### src/rtl/dfs_pkg.sv
package dfs_pkg;

   // serial slots per frame: left hi, left lo, right hi, right lo
   localparam int SLOT_COUNT = 4;

   typedef enum logic [2:0] {
      SQ_CLR_GO,
      SQ_CLR_WAIT,
      SQ_IDLE,
      SQ_LOAD,
      SQ_WAIT,
      SQ_TAIL_GO,
      SQ_TAIL_WAIT
   } seq_state_e;

   typedef enum logic [2:0] {
      PH_IDLE,
      PH_RD,
      PH_WSET,
      PH_WLOW,
      PH_WHOLD
   } mem_phase_e;

endpackage

### src/rtl/dfs_pending.sv
module dfs_pending (
   input  logic clk,
   input  logic rst_n,
   input  logic tick,
   input  logic take,
   output logic pend
);

   logic pend_q;

   always_ff @(posedge clk or negedge rst_n) begin
      if (!rst_n) begin
         pend_q <= 1'b0;
      end else begin
         pend_q <= tick | (pend_q & ~take);
      end
   end

   assign pend = pend_q;

endmodule

### src/rtl/dfs_sram_port.sv
module dfs_sram_port #(
   parameter int ADDR_W  = 18,
   parameter int DATA_W  = 16,
   parameter int RD_WAIT = 2,
   parameter int WE_LEN  = 2
) (
   input  logic              clk,
   input  logic              rst_n,
   input  logic              start,
   input  logic              is_wr,
   input  logic [ADDR_W-1:0] addr,
   input  logic [DATA_W-1:0] wdata,
   output logic              done,
   output logic [DATA_W-1:0] rdata,
   output logic [ADDR_W-1:0] mem_addr,
   output logic              mem_ce_n,
   output logic              mem_oe_n,
   output logic              mem_we_n,
   output logic [DATA_W-1:0] mem_dq_o,
   output logic              mem_dq_oe,
   input  logic [DATA_W-1:0] mem_dq_i
);

   import dfs_pkg::*;

   localparam int CNT_MAX = (RD_WAIT > WE_LEN) ? RD_WAIT : WE_LEN;
   localparam int CNT_W   = $clog2(CNT_MAX + 1);
   localparam logic [CNT_W-1:0] RD_LAST = CNT_W'(RD_WAIT - 1);
   localparam logic [CNT_W-1:0] WE_LAST = CNT_W'(WE_LEN - 1);

   generate
      if (RD_WAIT < 1) begin : g_bad_rd
         $error("dfs_sram_port: RD_WAIT must be at least 1");
      end
      if (WE_LEN < 1) begin : g_bad_we
         $error("dfs_sram_port: WE_LEN must be at least 1");
      end
   endgenerate

   mem_phase_e        phase;
   logic [CNT_W-1:0]  cnt;
   logic [ADDR_W-1:0] addr_q;
   logic [DATA_W-1:0] data_q;
   logic [DATA_W-1:0] rdata_q;
   logic              done_q;

   always_ff @(posedge clk or negedge rst_n) begin
      if (!rst_n) begin
         phase   <= PH_IDLE;
         cnt     <= '0;
         addr_q  <= '0;
         data_q  <= '0;
         rdata_q <= '0;
         done_q  <= 1'b0;
      end else begin
         done_q <= 1'b0;
         case (phase)
            PH_IDLE: begin
               if (start) begin
                  addr_q <= addr;
                  data_q <= wdata;
                  cnt    <= '0;
                  phase  <= is_wr ? PH_WSET : PH_RD;
               end
            end
            PH_RD: begin
               if (cnt == RD_LAST) begin
                  rdata_q <= mem_dq_i;
                  done_q  <= 1'b1;
                  phase   <= PH_IDLE;
               end else begin
                  cnt <= cnt + 1'b1;
               end
            end
            PH_WSET: begin
               cnt   <= '0;
               phase <= PH_WLOW;
            end
            PH_WLOW: begin
               if (cnt == WE_LAST) begin
                  phase <= PH_WHOLD;
               end else begin
                  cnt <= cnt + 1'b1;
               end
            end
            PH_WHOLD: begin
               done_q <= 1'b1;
               phase  <= PH_IDLE;
            end
            default: phase <= PH_IDLE;
         endcase
      end
   end

   assign done      = done_q;
   assign rdata     = rdata_q;
   assign mem_addr  = addr_q;
   assign mem_dq_o  = data_q;
   assign mem_ce_n  = (phase == PH_IDLE);
   assign mem_oe_n  = (phase != PH_RD);
   assign mem_we_n  = (phase != PH_WLOW);
   assign mem_dq_oe = (phase == PH_WSET) || (phase == PH_WLOW) || (phase == PH_WHOLD);

endmodule

### src/rtl/duplex_frame_seq.sv
module duplex_frame_seq #(
   parameter int ADDR_W   = 18,
   parameter int SAMPLE_W = 16,
   parameter int RD_WAIT  = 2,
   parameter int WE_LEN   = 2
) (
   input  logic                  clk,
   input  logic                  rst_n,
   input  logic                  frame_tick,
   input  logic [ADDR_W-1:0]     rd_base,
   input  logic [ADDR_W-1:0]     wr_base,
   input  logic                  byte_done,
   input  logic [SAMPLE_W/2-1:0] rx_byte,
   output logic [SAMPLE_W/2-1:0] tx_byte,
   output logic                  tx_load,
   output logic [ADDR_W-1:0]     sram_addr,
   output logic                  sram_ce_n,
   output logic                  sram_oe_n,
   output logic                  sram_we_n,
   output logic [SAMPLE_W-1:0]   sram_dq_o,
   output logic                  sram_dq_oe,
   input  logic [SAMPLE_W-1:0]   sram_dq_i,
   output logic [SAMPLE_W-1:0]   play_left,
   output logic [SAMPLE_W-1:0]   play_right
);

   import dfs_pkg::*;

   localparam int BYTE_W = SAMPLE_W / 2;
   localparam int STEP_W = $clog2(SLOT_COUNT);
   localparam logic [STEP_W-1:0] STEP_LAST = STEP_W'(SLOT_COUNT - 1);

   generate
      if ((SAMPLE_W % 2) != 0 || SAMPLE_W < 4) begin : g_bad_sample
         $error("duplex_frame_seq: SAMPLE_W must be even and at least 4");
      end
      if (ADDR_W < 2 || ADDR_W > 30) begin : g_bad_addr
         $error("duplex_frame_seq: ADDR_W out of range");
      end
   endgenerate

   seq_state_e        state;
   logic [STEP_W-1:0] step;
   logic [ADDR_W-1:0] rd_q;
   logic [ADDR_W-1:0] wr_q;
   logic [ADDR_W-1:0] clr_addr;
   logic [SAMPLE_W-1:0] fetch_l;
   logic [SAMPLE_W-1:0] fetch_r;
   logic [SAMPLE_W-1:0] play_l;
   logic [SAMPLE_W-1:0] play_r;
   logic              spi_ok;
   logic              mem_ok;

   // strobe holding
   logic pend;
   logic take;

   assign take = (state == SQ_IDLE) && pend;

   dfs_pending u_pend (
      .clk   (clk),
      .rst_n (rst_n),
      .tick  (frame_tick),
      .take  (take),
      .pend  (pend)
   );

   // memory access requests
   logic              mem_start;
   logic              mem_is_wr;
   logic [ADDR_W-1:0] mem_req_addr;
   logic [SAMPLE_W-1:0] mem_req_data;
   logic              mem_done;
   logic [SAMPLE_W-1:0] mem_rdata;
   logic [ADDR_W-1:0] rd_next;
   logic [ADDR_W-1:0] wr_next;

   // per-slot byte storage
   logic [SLOT_COUNT-1:0][BYTE_W-1:0] cap;
   logic [SLOT_COUNT-1:0][BYTE_W-1:0] out_bytes;

   assign rd_next = rd_q + 1'b1;
   assign wr_next = wr_q + 1'b1;

   always_comb begin
      mem_start    = 1'b0;
      mem_is_wr    = 1'b0;
      mem_req_addr = '0;
      mem_req_data = '0;
      case (state)
         SQ_CLR_GO: begin
            mem_start    = 1'b1;
            mem_is_wr    = 1'b1;
            mem_req_addr = clr_addr;
         end
         SQ_TAIL_GO: begin
            mem_start    = 1'b1;
            mem_is_wr    = 1'b1;
            mem_req_addr = wr_next;
            mem_req_data = {cap[2], cap[3]};
         end
         SQ_LOAD: begin
            case (step)
               2'd1: begin
                  mem_start    = 1'b1;
                  mem_req_addr = rd_q;
               end
               2'd2: begin
                  mem_start    = 1'b1;
                  mem_is_wr    = 1'b1;
                  mem_req_addr = wr_q;
                  mem_req_data = {cap[0], cap[1]};
               end
               2'd3: begin
                  mem_start    = 1'b1;
                  mem_req_addr = rd_next;
               end
               default: mem_start = 1'b0;
            endcase
         end
         default: mem_start = 1'b0;
      endcase
   end

   dfs_sram_port #(
      .ADDR_W  (ADDR_W),
      .DATA_W  (SAMPLE_W),
      .RD_WAIT (RD_WAIT),
      .WE_LEN  (WE_LEN)
   ) u_port (
      .clk       (clk),
      .rst_n     (rst_n),
      .start     (mem_start),
      .is_wr     (mem_is_wr),
      .addr      (mem_req_addr),
      .wdata     (mem_req_data),
      .done      (mem_done),
      .rdata     (mem_rdata),
      .mem_addr  (sram_addr),
      .mem_ce_n  (sram_ce_n),
      .mem_oe_n  (sram_oe_n),
      .mem_we_n  (sram_we_n),
      .mem_dq_o  (sram_dq_o),
      .mem_dq_oe (sram_dq_oe),
      .mem_dq_i  (sram_dq_i)
   );

   generate
      for (genvar s = 0; s < SLOT_COUNT; s++) begin : g_slot
         logic [BYTE_W-1:0] held;
         always_ff @(posedge clk or negedge rst_n) begin
            if (!rst_n) begin
               held <= '0;
            end else if (state == SQ_WAIT && byte_done && step == STEP_W'(s)) begin
               held <= rx_byte;
            end
         end
         assign cap[s] = held;
      end
   endgenerate

   assign out_bytes[0] = play_l[SAMPLE_W-1:BYTE_W];
   assign out_bytes[1] = play_l[BYTE_W-1:0];
   assign out_bytes[2] = play_r[SAMPLE_W-1:BYTE_W];
   assign out_bytes[3] = play_r[BYTE_W-1:0];

   assign tx_byte = out_bytes[step];
   assign tx_load = (state == SQ_LOAD);

   logic spi_seen;
   logic mem_seen;

   assign spi_seen = spi_ok | byte_done;
   assign mem_seen = mem_ok | mem_done;

   always_ff @(posedge clk or negedge rst_n) begin
      if (!rst_n) begin
         state    <= SQ_CLR_GO;
         step     <= '0;
         rd_q     <= '0;
         wr_q     <= '0;
         clr_addr <= '0;
         fetch_l  <= '0;
         fetch_r  <= '0;
         play_l   <= '0;
         play_r   <= '0;
         spi_ok   <= 1'b0;
         mem_ok   <= 1'b0;
      end else begin
         case (state)
            SQ_CLR_GO: begin
               state <= SQ_CLR_WAIT;
            end
            SQ_CLR_WAIT: begin
               if (mem_done) begin
                  if (&clr_addr) begin
                     state <= SQ_IDLE;
                  end else begin
                     clr_addr <= clr_addr + 1'b1;
                     state    <= SQ_CLR_GO;
                  end
               end
            end
            SQ_IDLE: begin
               if (pend) begin
                  rd_q  <= rd_base;
                  wr_q  <= wr_base;
                  step  <= '0;
                  state <= SQ_LOAD;
               end
            end
            SQ_LOAD: begin
               spi_ok <= 1'b0;
               mem_ok <= (step == '0);
               state  <= SQ_WAIT;
            end
            SQ_WAIT: begin
               if (byte_done) begin
                  spi_ok <= 1'b1;
               end
               if (mem_done) begin
                  mem_ok <= 1'b1;
                  if (step == 2'd1) fetch_l <= mem_rdata;
                  if (step == 2'd3) fetch_r <= mem_rdata;
               end
               if (spi_seen && mem_seen) begin
                  if (step == STEP_LAST) begin
                     state <= SQ_TAIL_GO;
                  end else begin
                     step  <= step + 1'b1;
                     state <= SQ_LOAD;
                  end
               end
            end
            SQ_TAIL_GO: begin
               state <= SQ_TAIL_WAIT;
            end
            SQ_TAIL_WAIT: begin
               if (mem_done) begin
                  play_l <= fetch_l;
                  play_r <= fetch_r;
                  state  <= SQ_IDLE;
               end
            end
            default: state <= SQ_IDLE;
         endcase
      end
   end

   assign play_left  = play_l;
   assign play_right = play_r;

endmodule

### config.mk
export PLATFORM = sky130hd
export DESIGN_NAME = duplex_frame_seq
export DESIGN_NICKNAME = d
export VERILOG_FILES = /design/src/rtl/dfs_pkg.sv /design/src/rtl/dfs_pending.sv /design/src/rtl/dfs_sram_port.sv /design/src/rtl/duplex_frame_seq.sv
export SDC_FILE = /design/constraint.sdc
export NUM_CORES = 1
export LEC_CHECK = 0
export ABC_AREA = 0
export BUFFER_PORTS_ARGS = -buffer_cell sky130_fd_sc_hd__buf_2
export CAP_MARGIN = 30
export CELL_PAD_IN_SITES_DETAIL_PLACEMENT = 1
export CELL_PAD_IN_SITES_GLOBAL_PLACEMENT = 2
export CORE_MARGIN = 1.5
export CORE_UTILIZATION = 38
export CTS_CLUSTER_SIZE = 12
export DETAILED_ROUTE_END_ITERATION = 7
export PLACE_DENSITY_LB_ADDON = 0.1
export SYNTH_ARGS = -nofsm -noshare
export SYNTH_HDL_FRONTEND = slang
export SYNTH_SLANG_ARGS = --single-unit
### constraint.sdc
create_clock -name clk -period 2.95 [get_ports clk]
set_input_delay 0.59 -clock clk [delete_from_list [all_inputs] [get_ports clk]]
set_output_delay 0.59 -clock clk [all_outputs]
set_load 0.02 [all_outputs]
; Word-level counts from Yosys, hierarchy flattened
; Index checks and enable logic that the tools add are counted.
[op_classes]
eq_ne = 27
mux = 35
order_cmp = 1
n_reduce_logical = 32
n_addsub = 5
bitwise_logic = 6
[op_table]
columns = op, n
row1 = 18-bit case mux with 3 select lines, 2
row2 = "18-bit by 1-bit adder with 18-bit output, second input constant", 3
row3 = 16-bit case mux with 2 select lines, 1
row4 = 3-bit 2-to-1 mux, 8
row5 = 3-bit case mux with 7 select lines, 1
row6 = 18-bit AND reduction, 1
row7 = 8-bit binary-select mux with 2-bit select, 1
row8 = 16-bit 2-to-1 mux, 1
row9 = "2-bit by 1-bit inequality test with 1-bit output, second input constant", 8
row10 = 3-bit AND reduction, 5
row11 = 2-bit 2-to-1 mux, 7
row12 = "3-bit by 2-bit equality test with 1-bit output, second input constant", 4
row13 = "3-bit equality test, second input constant", 4
row14 = 3-bit case mux with 4 select lines, 1
row15 = 2-bit AND reduction, 6
row16 = 1-bit case mux with 2 select lines, 5
row17 = 8-bit 2-to-1 mux, 1
row18 = 4-bit AND reduction, 2
row19 = 1-bit logical AND, 7
row20 = "3-bit by 1-bit equality test with 1-bit output, second input constant", 2
row21 = 3-bit logical NOT, 2
row22 = "2-bit inequality test, second input constant", 3
row23 = 2-bit case mux with 3 select lines, 1
row24 = 1-bit 2-to-1 mux, 5
row25 = other kinds (16), 25
[totals]
register_bits = 214

; Longest topological paths before layout
[logic_depth]
word_depth = 6
depth_mapped = 10
mapped_depth_nobuf = 8

; By module
; A second synthesis with hierarchy kept.
[unflattened]
hier_cells = 767
area_unflattened_um2 = 10075.9
[by_module_without_submodules]
columns = module, cells_per_inst, n_inst, area_per_inst_um2
row1 = duplex_frame_seq, 622, 1, 7803.7
row2 = dfs_sram_port, 142, 1, 2235.9
row3 = dfs_pending, 3, 1, 36.3

; Worst setup path before layout
; Ideal clock, no wire load.
[synth_timing]
path_type = reg-to-reg
start = reg step[0]
end = reg u_port.data_q[10], in the netlist u_port.mem_dq_o[10]
setup_slack_ns = 0.356
stages_incl_launch_ff = 11
setup_time_ns = 0.077
path_buffers = 2
arrival_ns = 2.517
t_required_ns = 2.873
path_cell_list = dfrtp_1 buf_1 inv_1 ha_1 and3b_1 o21bai_1 and2_1 nor2_2 o21ai_1 clkbuf_1 o21ai_1
[synth_between]
elab_chain_cells = 5
elab_cells_between_ends = 9
[synth_lines]
columns = item, line
row1 = start: declaration, duplex_frame_seq.sv:43  ; logic [STEP_W-1:0] step;
row2 = start signal: assignment, duplex_frame_seq.sv:230  ; step <= step + 1'b1;
row3 = 2-bit by 1-bit equality test with 1-bit output / 2-bit equality test (equally long branches), duplex_frame_seq.sv:103  ; case (step)
row4 = 3-bit OR reduction (no source line), --
row5 = 1-bit 2-to-1 mux, duplex_frame_seq.sv:103
row6 = 1-bit case mux with 2 select lines, duplex_frame_seq.sv:90  ; case (state)
row7 = 2-bit AND reduction (no source line), --
row8 = end signal: assignment, dfs_sram_port.sv:61  ; data_q <= wdata;
row9 = end: declaration, dfs_sram_port.sv:43  ; logic [DATA_W-1:0] data_q;
; Parallel ways exist; a longest one is shown, timed or not.
; A chain may end at the register's enable or synchronous reset.

; Final worst setup path
[layout_timing]
start = reg state[1]
end = out tx_load
[layout_between]
elab_chain_cells = 1
[layout_lines]
columns = item, line
row1 = start: declaration, duplex_frame_seq.sv:42  ; seq_state_e state;
row2 = start signal: assignment, duplex_frame_seq.sv:178  ; state <= SQ_CLR_GO;
row3 = start signal: assignment, duplex_frame_seq.sv:192  ; state <= SQ_CLR_WAIT;
row4 = start signal: assignment, duplex_frame_seq.sv:197  ; state <= SQ_IDLE;
row5 = 3-bit by 2-bit equality test with 1-bit output, duplex_frame_seq.sv:168  ; assign tx_load = (state == SQ_LOAD);
row6 = end: declaration, duplex_frame_seq.sv:15  ; output logic tx_load,
; Every way passes these cells.

==> reports/results.tsv <==
metric	value	unit
cts_buffer_depth	3	
tightest_slew	853	ps
crit_cells	4	
hold_viol_final	0	
p_switching	0.00368	W
grt_pass1_vias	7756	
path_clk_slew	60	ps
finalSetupViolCount	0	
final_cell_mix	dfrtp_1, buf_2, mux2_2, nand2_1	
final_nets	1034	
p_int	0.00702	W
gp_congestion	0.817	
grt_pass1_wl	43700	um
synth-edff-count	0	
postCtsSetupRepairBufs	0	
cp_cell_sequence	buf_4 -> nand2_1 -> nor2_1 -> buf_2	
vias	7072	
critPathRequiredTime	2360	ps
initial_utilization	0.388	
yosysSeqAreaShare	0.547	
cap_violations	0	
grt_max_degree	76	
critPathBufInv	2	
drtIter0Drc	347	
async_reset_ff_frac	1.00	
power_frac_comb	0.271	
p_seq_frac	0.428	
syn_nets	876	
crit_type	reg2out	
vias_per_cell	5.39	
critPathCaptureType	output pin	
cts_made_buffers	25	
die_w	164	um
io_buffers	142	
layout_setup_ws	410	ps
worstSetupStartpoint	state[1]	
synth_cell_type_count	61	
wirelength	27100	um
status	finished, final reports clean	
drc	0	
critical-path-max-stage-delay	570	ps
min_period_over_period	0.861	
drive_gt1_frac	0.377	
crit_path_top_delay_cell	dfrtp_1	
dieHeight	164	um
insertion_delay	530	ps
postSynthCellCount	804	
synth_area_per_cell	12.2	um2
dp_slack	521	ps
final_common_cell	dfrtp_1	
p_per_area	898	nW/um2
synth_seq_cells	214	
switching_share	0.344	
antenna_left	0	
cts_num_sinks	214	
grt-ovfl-total	0	
rows	58	
antenna_found_initial	1	
setup_tns	0	ps
clkPwrFrac	0.301	
cts_root_buf	clkbuf_16	
p_leak	5.62	nW
grt_setup_unrepaired	false	
peakVddDrop	0.531	mV
period_needed	2540	ps
reg2reg_from	step[0]	
crit_family	flip-flops	
dp_hpwl	19300	um
detailedRoute.firstPassIterationCount	5	
crit_arrival	1950	ps
crit_fanout	14	
routedWlPerCell	20.6	um
total_power	0.0107	W
grt_use_total	0.210	
ys.flop_type	dfrtp_1	
clock_skew	24.1	ps
rr_worst_depth	8	
final_core_util	0.472	
pin_count	143	
relSlewSlack	0.431	
core	25300	um2
cts.hold.buffers_added	0	
cts_resized	0	
hp-class	in2async	
max_freq	394	MHz
yosys_warnings	0	
worstSetupStartpointType	flip-flop	
syn_to_final_growth	21.7	%
die_area	26700	um2
h-tree-depth	1	
slew_violations	0	
cts_tree	built	
netlist_area	9790	um2
## kinds of logic after synthesis
family / count (synthesis) / share of synthesized area
XOR/XNOR: 43 / 0.0385
flip-flops: 214 / 0.547
adder cells (fa/ha/maj): 8 / 0.0102
AO/OA/AOI/OAI: 141 / 0.0970
buffers and inverters: 49 / 0.0194
multiplexers: 157 / 0.190
AND/OR/NAND/NOR: 192 / 0.0984
## layout make-up
type,count,area (um2)
antenna,1,2.50
clock inverter,6,90.1
fill,2689,13300
multi-input combinational,541,4260
timing repair buffer,169,951
inverter,11,41.3
sequential,214,5360
clock buffer,39,798
tap,330,413
## state kept, by name, summed over array words and instances, names as in the netlist
name / flops
spi_ok: 1
u_port.mem_dq_o: 16
u_port.phase: 3
play_left: 16
fetch_r: 16
fetch_l: 16
wr_q: 18
state: 3
u_pend.pend: 1
g_slot.held: 32
u_port.done: 1
u_port.mem_addr: 18
u_port.cnt: 2
play_right: 16
clr_addr: 18
rd_q: 18
step: 2
u_port.rdata: 16
mem_ok: 1
## power by group through the flow
stage / clock network (W) / logic (W) / registers (W)
2_1_floorplan: 0 / 0.00198 / 0.00435
3_3_place_gp: 0 / 0.00281 / 0.00456
3_5_place_dp: 0 / 0.00292 / 0.00461
4_1_cts: 0.00331 / 0.00295 / 0.00457
5_1_grt: 0.00343 / 0.00321 / 0.00471
6_report: 0.00322 / 0.00290 / 0.00457
## cell usage after synthesis, drive strengths merged, types with 9 or more instances
library cell / n / share of area
dfrtp: 214 / 0.55
mux2: 148 / 0.17
nand2: 74 / 0.028
o21ai: 47 / 0.024
nor2: 32 / 0.013
xnor2: 31 / 0.028
clkbuf: 30 / 0.012
a22oi: 25 / 0.019
nand3: 20 / 0.012
a21oi: 18 / 0.0096
nand4: 13 / 0.0089
xor2: 12 / 0.011
inv: 11 / 0.0042
a221oi: 10 / 0.0089
and3: 10 / 0.0066
nor3: 9 / 0.0046
## metal layers
layer  up-vias  routed length [um]  track usage
met1      3637               12400        0.286
met4         0                 409       0.0397
li1       3249                   -            -
met5         -                   0            0
met2       161               12900        0.349
met3        25                1360       0.0416
## worst paths after layout
| kind | endpoint | slack [ps] |
|---|---|---|
| worst min-delay path | rd_q[6] | 120 |
| worst min register to register | u_port.mem_dq_o[13] | 480 |
| max in group asynchronous | u_port.mem_dq_o[14] | 2100 |
| worst max-delay path | tx_load | 410 |
| min in group clk | u_pend.pend | 240 |
| worst max register to register | u_port.mem_addr[10] | 530 |
## stage by stage
step	cell area (um2)	hold slack [ps]	cells
finish	11900	116	1311
global route	11900	139	1310
CTS	11900	118	1310
detailed placement	11000	468	1265
global placement	11000	464	1264
floorplan	9790	294	804
Power figures use the tool's default switching activity.
